$ cat config.mk
export PLATFORM = sky130hd
export DESIGN_NAME = lic_mode_ctrl
export DESIGN_NICKNAME = d
export VERILOG_FILES = /design/src/rtl/lic_mode_pkg.sv /design/src/rtl/lic_transition_guard.sv /design/src/rtl/lic_lid_derive.sv /design/src/rtl/lic_mode_ctrl.sv
export SDC_FILE = /design/constraint.sdc
export NUM_CORES = 1
export LEC_CHECK = 0
export ABC_CLOCK_PERIOD_IN_PS = 2150
export BUFFER_PORTS_ARGS = -buffer_cell sky130_fd_sc_hd__buf_2
export CAP_MARGIN = 0
export CORE_ASPECT_RATIO = 0.75
export CORE_MARGIN = 1
export CORE_UTILIZATION = 30
export DETAILED_ROUTE_END_ITERATION = 6
export GPL_ROUTABILITY_DRIVEN = 0
export GPL_TIMING_DRIVEN = 0
export PLACE_DENSITY_LB_ADDON = 0.3
export SLEW_MARGIN = 20
export SYNTH_ARGS = -nofsm -noshare
export SYNTH_HDL_FRONTEND = slang
export SYNTH_SLANG_ARGS = --single-unit
$ cat constraint.sdc
create_clock -name clk -period 2.15 [get_ports clk]
set_input_delay 0.43 -clock clk [delete_from_list [all_inputs] [get_ports clk]]
set_output_delay 0.43 -clock clk [all_outputs]
set_load 0.02 [all_outputs]
$ cat src/rtl/lic_mode_pkg.sv
package lic_mode_pkg;

    localparam int BOOT_BIT = 8;
    localparam int EXT_BIT  = 10;
    localparam int EN_BIT   = 11;

    typedef enum logic [1:0] {
        MODE_OFF    = 2'd0,
        MODE_LEGACY = 2'd1,
        MODE_EXT    = 2'd2
    } mode_e;

    typedef enum logic [2:0] {
        REJ_NONE,
        REJ_NO_FEATURE,
        REJ_EXT_NO_EN,
        REJ_SKIP_LEGACY,
        REJ_EXT_TO_LEGACY
    } reject_e;

    typedef struct packed {
        logic en;
        logic ext;
    } mode_req_t;

    // Mode that a write asks for, before the legality check.
    function automatic mode_e requested_mode(mode_req_t r);
        if (!r.en)
            return MODE_OFF;
        else if (r.ext)
            return MODE_EXT;
        else
            return MODE_LEGACY;
    endfunction

endpackage

$ cat src/rtl/lic_transition_guard.sv
module lic_transition_guard
    import lic_mode_pkg::*;
(
    input  mode_e     cur_mode,
    input  mode_req_t req,
    input  logic      ext_supported,
    output mode_e     next_mode,
    output reject_e   reason,
    output logic      accept,
    output logic      disabling
);

    always_comb begin
        reason = REJ_NONE;
        if (req.ext && !ext_supported)
            reason = REJ_NO_FEATURE;
        else if (req.ext && !req.en)
            reason = REJ_EXT_NO_EN;
        else if (cur_mode == MODE_OFF && req.en && req.ext)
            reason = REJ_SKIP_LEGACY;
        else if (cur_mode == MODE_EXT && req.en && !req.ext)
            reason = REJ_EXT_TO_LEGACY;
    end

    assign next_mode = requested_mode(req);
    assign accept    = (reason == REJ_NONE);
    assign disabling = accept && !req.en;

endmodule

$ cat src/rtl/lic_lid_derive.sv
module lic_lid_derive #(
    parameter int ID_W      = 32,
    parameter int SLOT_W    = 4,
    parameter int CLUSTER_W = 16,
    localparam int SLOTS    = 1 << SLOT_W,
    localparam int LID_W    = CLUSTER_W + SLOTS
) (
    input  logic [ID_W-1:0]  phys_id,
    output logic [LID_W-1:0] lid
);

    logic [SLOTS-1:0] slot_onehot;
    logic             unused_id;

    for (genvar s = 0; s < SLOTS; s++) begin : g_slot
        assign slot_onehot[s] = (phys_id[SLOT_W-1:0] == SLOT_W'(s));
    end

    assign lid       = {phys_id[SLOT_W+CLUSTER_W-1:SLOT_W], slot_onehot};
    assign unused_id = ^phys_id;

endmodule

$ cat src/rtl/lic_mode_ctrl.sv
module lic_mode_ctrl
    import lic_mode_pkg::*;
#(
    parameter int          DATA_W     = 64,
    parameter int          ID_W       = 32,
    parameter int          BASE_LSB   = 12,
    parameter int          BASE_W     = 24,
    parameter int unsigned BASE_RESET = 32'h000F_EE00,
    parameter bit          BOOT_RESET = 1'b1,
    parameter int          SLOT_W     = 4,
    parameter int          CLUSTER_W  = 16,
    localparam int         SLOTS      = 1 << SLOT_W,
    localparam int         LID_W      = CLUSTER_W + SLOTS
) (
    input  logic              clk,
    input  logic              rst,
    input  logic              wr_en,
    input  logic [DATA_W-1:0] wr_data,
    input  logic              ext_supported,
    input  logic [ID_W-1:0]   init_id,
    output logic [1:0]        mode,
    output logic [BASE_W-1:0] base_addr,
    output logic              bootstrap,
    output logic              wr_err,
    output logic [LID_W-1:0]  ext_lid,
    output logic              sw_en_clear
);

    mode_e             mode_q;
    logic [BASE_W-1:0] base_q;
    logic              boot_q;
    logic [LID_W-1:0]  lid_q;
    logic              err_q;
    logic              clr_q;

    mode_req_t         req;
    mode_e             next_mode;
    reject_e           reason;
    logic              accept;
    logic              disabling;
    logic [LID_W-1:0]  lid_new;
    logic              unused_wr;

    assign req.en    = wr_data[EN_BIT];
    assign req.ext   = wr_data[EXT_BIT];
    assign unused_wr = ^{wr_data, reason};

    lic_transition_guard u_guard (
        .cur_mode      (mode_q),
        .req           (req),
        .ext_supported (ext_supported),
        .next_mode     (next_mode),
        .reason        (reason),
        .accept        (accept),
        .disabling     (disabling)
    );

    lic_lid_derive #(
        .ID_W      (ID_W),
        .SLOT_W    (SLOT_W),
        .CLUSTER_W (CLUSTER_W)
    ) u_lid (
        .phys_id (init_id),
        .lid     (lid_new)
    );

    always_ff @(posedge clk) begin
        if (rst) begin
            mode_q <= MODE_LEGACY;
            base_q <= BASE_W'(BASE_RESET);
            boot_q <= BOOT_RESET;
            lid_q  <= '0;
            err_q  <= 1'b0;
            clr_q  <= 1'b0;
        end else begin
            err_q <= wr_en && !accept;
            clr_q <= wr_en && disabling;
            if (wr_en && accept) begin
                mode_q <= next_mode;
                base_q <= wr_data[BASE_LSB +: BASE_W];
                if (next_mode == MODE_EXT)
                    lid_q <= lid_new;
            end
        end
    end

    assign mode        = mode_q;
    assign base_addr   = base_q;
    assign bootstrap   = boot_q;
    assign wr_err      = err_q;
    assign ext_lid     = lid_q;
    assign sw_en_clear = clr_q;

    // without the feature, extended mode cannot be entered
    a_r1_no_ext_without_feature: assert property (@(posedge clk) disable iff (rst)
        (!ext_supported && mode_q != MODE_EXT) |=> (mode_q != MODE_EXT));

    // off never goes straight to extended
    a_r3_no_skip_legacy: assert property (@(posedge clk) disable iff (rst)
        (mode_q == MODE_OFF) |=> (mode_q != MODE_EXT));

    // extended never falls back to legacy
    a_r4_no_ext_to_legacy: assert property (@(posedge clk) disable iff (rst)
        (mode_q == MODE_EXT) |=> (mode_q != MODE_LEGACY));

    // the clear pulse only comes with the controller off
    a_r5_clear_means_off: assert property (@(posedge clk) disable iff (rst)
        sw_en_clear |-> (mode_q == MODE_OFF));

    // extended logical identifier carries a one-hot slot
    a_r6_slot_onehot: assert property (@(posedge clk) disable iff (rst)
        (mode_q == MODE_EXT) |-> ($countones(lid_q[SLOTS-1:0]) == 1));

    // a rejected write changes no state
    a_r8_reject_holds: assert property (@(posedge clk) disable iff (rst)
        wr_err |-> (mode_q == $past(mode_q) && base_q == $past(base_q)
                    && lid_q == $past(lid_q) && boot_q == $past(boot_q)));

    // error and clear pulses never coincide
    a_r8_err_not_clear: assert property (@(posedge clk) disable iff (rst)
        wr_err |-> !sw_en_clear);

endmodule

* Word level (Yosys, flattened, before mapping) *
Cells that the tools add are included.

storage, ports and cells
  bits in registers = 60
  input port bits = 100
  output and inout bits = 61

cells by class
  equality and inequality tests = 17
  mux-type cells = 6
  reductions and logical operators = 18

operator list
  kind                                                 number
  equality test 4 bit, second input constant           8
  equality test 4 x 3 -> 1 bit, second input constant  4
  2-to-1 mux 3 bit                                     4
  logical AND 1 bit                                    10
  equality test 4 x 2 -> 1 bit, second input constant  2
  equality test 2 bit, second input constant           2
  equality test 4 x 1 -> 1 bit, second input constant  1
  logical NOT 1 bit                                    4
  logical NOT 4 bit                                    1
  2-to-1 mux 2 bit                                     2
  logical NOT 3 bit                                    1
  logical NOT 2 bit                                    1
  AND reduction 2 bit                                  1

* Depth between registers and ports, before layout *
  depth after elaboration = 10
  mapped depth = 6
  mapped depth without buffers = 3

* Cells and area by module *
Synthesis repeated with hierarchy kept, for this count alone.

unflattened totals
  cell total of the unflattened synthesis = 301
  area total of the unflattened synthesis = 2994.1 µm²

by module, submodules not included
  module                times used  cells each  area an instance (µm²)
  lic_mode_ctrl         1           254         2571.2
  lic_lid_derive        1           36          346.6
  lic_transition_guard  1           11          76.3

* Worst setup path before layout *
No wires, ideal clock.

  path kind = input to register
  start point = input wr_data[10]
  end point = register mode_q[0], in the netlist mode[0]
  library setup time = 72 ps
  arrival time = 1709 ps
  required time = 2078 ps
  path slack = 370 ps
  cell stages on the path = 5
  cell sequence = buf_2 a21boi_1 a2111oi_4 buf_6 mux2i_1

on the way
  word-level cells in the longest chain between the ends = 8
  elaborated cells on any way between the ends = 13
  classes of those cells = 6 x mux; 7 x reduce/logical

ends and longest elaborated chain
  element               RTL line                    source
  start, declared       lic_mode_ctrl.sv:18         input logic [DATA_W-1:0] wr_data,
  logical NOT 1 bit     lic_transition_guard.sv:21  else if (cur_mode == MODE_EXT && req.en && !req.ext)
  logical AND 1 bit     lic_transition_guard.sv:21
  2-to-1 mux 3 bit      lic_transition_guard.sv:21
  2-to-1 mux 3 bit      lic_transition_guard.sv:19  else if (cur_mode == MODE_OFF && req.en && req.ext)
  2-to-1 mux 3 bit      lic_transition_guard.sv:17  else if (req.ext && !req.en)
  2-to-1 mux 3 bit      lic_transition_guard.sv:15  if (req.ext && !ext_supported)
  logical NOT 3 bit     lic_transition_guard.sv:26  assign accept = (reason == REJ_NONE);
  logical AND 1 bit     lic_mode_ctrl.sv:78         if (wr_en && accept) begin
  end signal, assigned  lic_mode_ctrl.sv:79         mode_q <= next_mode;
  end, declared         lic_mode_ctrl.sv:29         mode_e mode_q;

Parallel ways exist; a longest one is shown, timed or not.
A chain may end at the register's enable or synchronous reset.

* Worst setup path in the final report *
  start point = register mode_q[0], in the netlist mode[0]
  end point = register base_q[8], in the netlist base_addr[8]

on the way
  word-level cells in the longest chain between the ends = 9
  elaborated cells on any way between the ends = 12
  classes of those cells = 1 x eq/ne; 4 x mux; 7 x reduce/logical

ends and longest elaborated chain
  element                          RTL line                    source
  equality test 2 bit              lic_transition_guard.sv:21
  logical AND 1 bit (2 in series)  lic_transition_guard.sv:21
  2-to-1 mux 3 bit                 lic_transition_guard.sv:21
  2-to-1 mux 3 bit (*)             lic_transition_guard.sv:19
  2-to-1 mux 3 bit (*)             lic_transition_guard.sv:17
  2-to-1 mux 3 bit (*)             lic_transition_guard.sv:15
  logical NOT 3 bit (*)            lic_transition_guard.sv:26
  logical AND 1 bit (*)            lic_mode_ctrl.sv:78
  end signal, assigned             lic_mode_ctrl.sv:70         base_q <= BASE_W'(BASE_RESET);
  end signal, assigned             lic_mode_ctrl.sv:80         base_q <= wr_data[BASE_LSB +: BASE_W];
  end, declared                    lic_mode_ctrl.sv:30         logic [BASE_W-1:0] base_q;

Mark *: on every way between the ends. The rest lies on a longest branch, timed or not.

==> metrics.cfg <==
[placement]
place.detailed.hpwl_um = 4930
place_area_mm2 = 0.00320
dpl_worst_slack_ps = 89.7
port_buffers = 107
dp.cells = 497

[logic_synthesis]
ys_seq_area_frac = 0.474
syn-num-nets = 385
ys.warnings.count = 0
ys_ff_latch = 60
postSynthCellCount = 285
ys_types = 26
avgSynthCellArea_um2 = 8.90
synth.cell_area_mm2 = 0.00254

[pwr]
power.leakage_nw = 1.42
p_per_area_mw_per_mm2 = 708
power.total_mw = 2.39
ir_worst_vdd_uv = 280

[timing]
worstMarginPinSlew_ps = 710
post-route-min-period_ps = 1900
final_hold_viol_count = 0
max_slew_margin = 0.527
final-max-slew-violation-count = 0
fin_setup_tns_ps = 0
rsz0062_at_grt = no
period_share = 0.883
fmax_mhz = 527
skew_ps = 9.91
fin_ws_ps = 252
setup_viol = 0
whs_ps = 340

[cells_and_area]
fill_cells = 839
num_antenna_cells = 0
finish.instance_area_mm2 = 0.00337
final_common_cell = buf_2
instances_no_fill = 513
fin_util = 0.420
final_cell_mix = buf_2 (108), dfxtp_1 (60), a21oi_1 (34)
drive_gt1_frac = 0.314
layout.nets = 503
areaGrowthSynthToFinish_pct = 33.0

[detailed_routing]
viasPerCell = 4.67
wire_per_inst_um = 13.0
wl_um = 6670
drtIter0Drc = 87
firstDrtPassIters = 4
drc = 0
num_vias = 2395
ant_nets = 0

[worst_setup_path]
crit_type = reg2reg
slowest_stage = a2111oi_4
max_stage_delay_ps = 730
start_kind = flip-flop
crit_required_ps = 2410
end_kind = flip-flop
crit_fanout = 10
worst-endpoint-arrival_ps = 2160
crit_chain = nor2_1 > a2111oi_4 > buf_6 > mux2i_1

[floorplan]
dieHeight_um = 81.6
num_rows = 28
dieArea_mm2 = 0.00883
dieWidth_um = 108
ios = 161
core_area_mm2 = 0.00802
start_util = 0.316

[global_routing]
grt_pass1_wl_um = 10200
antenna_found_initial = 0
grtUsageTotal = 0.153
grt_max_degree = 12
grt_pass1_vias = 2090
gr-total-overflow = 0

[clocking]
clk_pin_slew_ps = 70
clk_latency_ps = 340
clock_path_buffers = 2
cts_buffers = 9
post_cts_buffers = 0
cts.hold.buffers_added = 0
cts.sinks = 60
cts_tree = built
cts_root_buffer = clkbuf_8
post_cts_resize_count = 0
htree_num_levels = 3

[run_status]
status = finished, final reports clean

[run]
drv_cap = 0

[hold_path]
holdCritPathClass = in2reg

## metal layers
layer / global-route usage / part of all wire / wire (µm) / vias to the layer above
met5: 0 / 0 / 0 / -
li1: - / - / - / 1234
met1: 0.208 / 0.49 / 3250 / 1073
met2: 0.222 / 0.43 / 2850 / 83
met4: 0.0370 / 0.0058 / 39 / 0
met3: 0.0627 / 0.079 / 526 / 5
## power breakdown
| part | leakage, nW | switching, mW | internal, mW | total (mW) |
|---|---|---|---|---|
| clock | 0.0783 | 0.463 | 0.415 | 0.878 |
| sequential | 0.488 | 0.0209 | 1.15 | 1.17 |
| combinational | 0.851 | 0.207 | 0.130 | 0.337 |
| total | 1.42 | 0.691 | 1.70 | 2.39 |
## area by class of cell
type                    instances  area, µm²  area share
clock buffers                  10        128      0.0378
clock inverters                 6       41.3      0.0122
inverters                       2       7.51     0.00223
multi-input cells             196       1210       0.358
well taps                     105        131      0.0390
flip-flops and latches         60       1200       0.356
plain buffers                  27        121      0.0360
repair buffers                107        536       0.159
## worst max-delay path, delay by kind of cell, from the launching register on
kind            cells  cell delay [ps]
buf+inv             1              270
simple gates        1              170
flops               1              450
mux                 1              200
compound gates      1              730
## kinds of logic (layout without fill, tap and decap cells)
family | after synthesis | count (layout) | share of synthesized area
buffers and inverters | 29 | 152 | 0.0508
and+or+nand+nor | 99 | 99 | 0.224
muxes | 25 | 25 | 0.0987
DFF | 60 | 60 | 0.474
other | 1 | 1 | 0.00148
AOI/OAI and AO/OA | 71 | 71 | 0.151
## cells in the mapped netlist (all sizes together)
| master | n | share of area |
|---|---|---|
| nand3 | 16 | 0.032 |
| o21ai | 34 | 0.067 |
| or2 | 1 | 0.0025 |
| or4b | 6 | 0.024 |
| a2111oi | 1 | 0.011 |
| buf | 4 | 0.014 |
| nand4 | 10 | 0.025 |
| nor4bb | 1 | 0.0064 |
| inv | 2 | 0.0030 |
| nor3 | 1 | 0.0020 |
| clkbuf | 23 | 0.034 |
| nand2b | 29 | 0.072 |
| or4 | 1 | 0.0030 |
| and4 | 2 | 0.0069 |
| a21boi | 1 | 0.0030 |
| nor2b | 5 | 0.012 |
| a211oi | 1 | 0.0030 |
| nand2 | 2 | 0.0030 |
| a21oi | 34 | 0.067 |
| mux2i | 25 | 0.099 |
| conb | 1 | 0.0015 |
| dfxtp | 60 | 0.47 |
| nor2 | 25 | 0.037 |
## final timing paths
check | start | end | slack (ps) | cells after the start
hold reg to reg | base_addr[2] | base_addr[2] | 470 | 2
setup reg to reg | mode[0] | base_addr[8] | 250 | 4
setup / recovery | mode[0] | base_addr[8] | 250 | 4
hold / removal | init_id[12] | ext_lid[24] | 340 | 3
## state kept, by name, indices dropped and copies added, names as in the netlist
signal and count:
wr_err 1, base_addr 24, sw_en_clear 1, ext_lid 32, mode 2
Power figures use the tool's default switching activity.
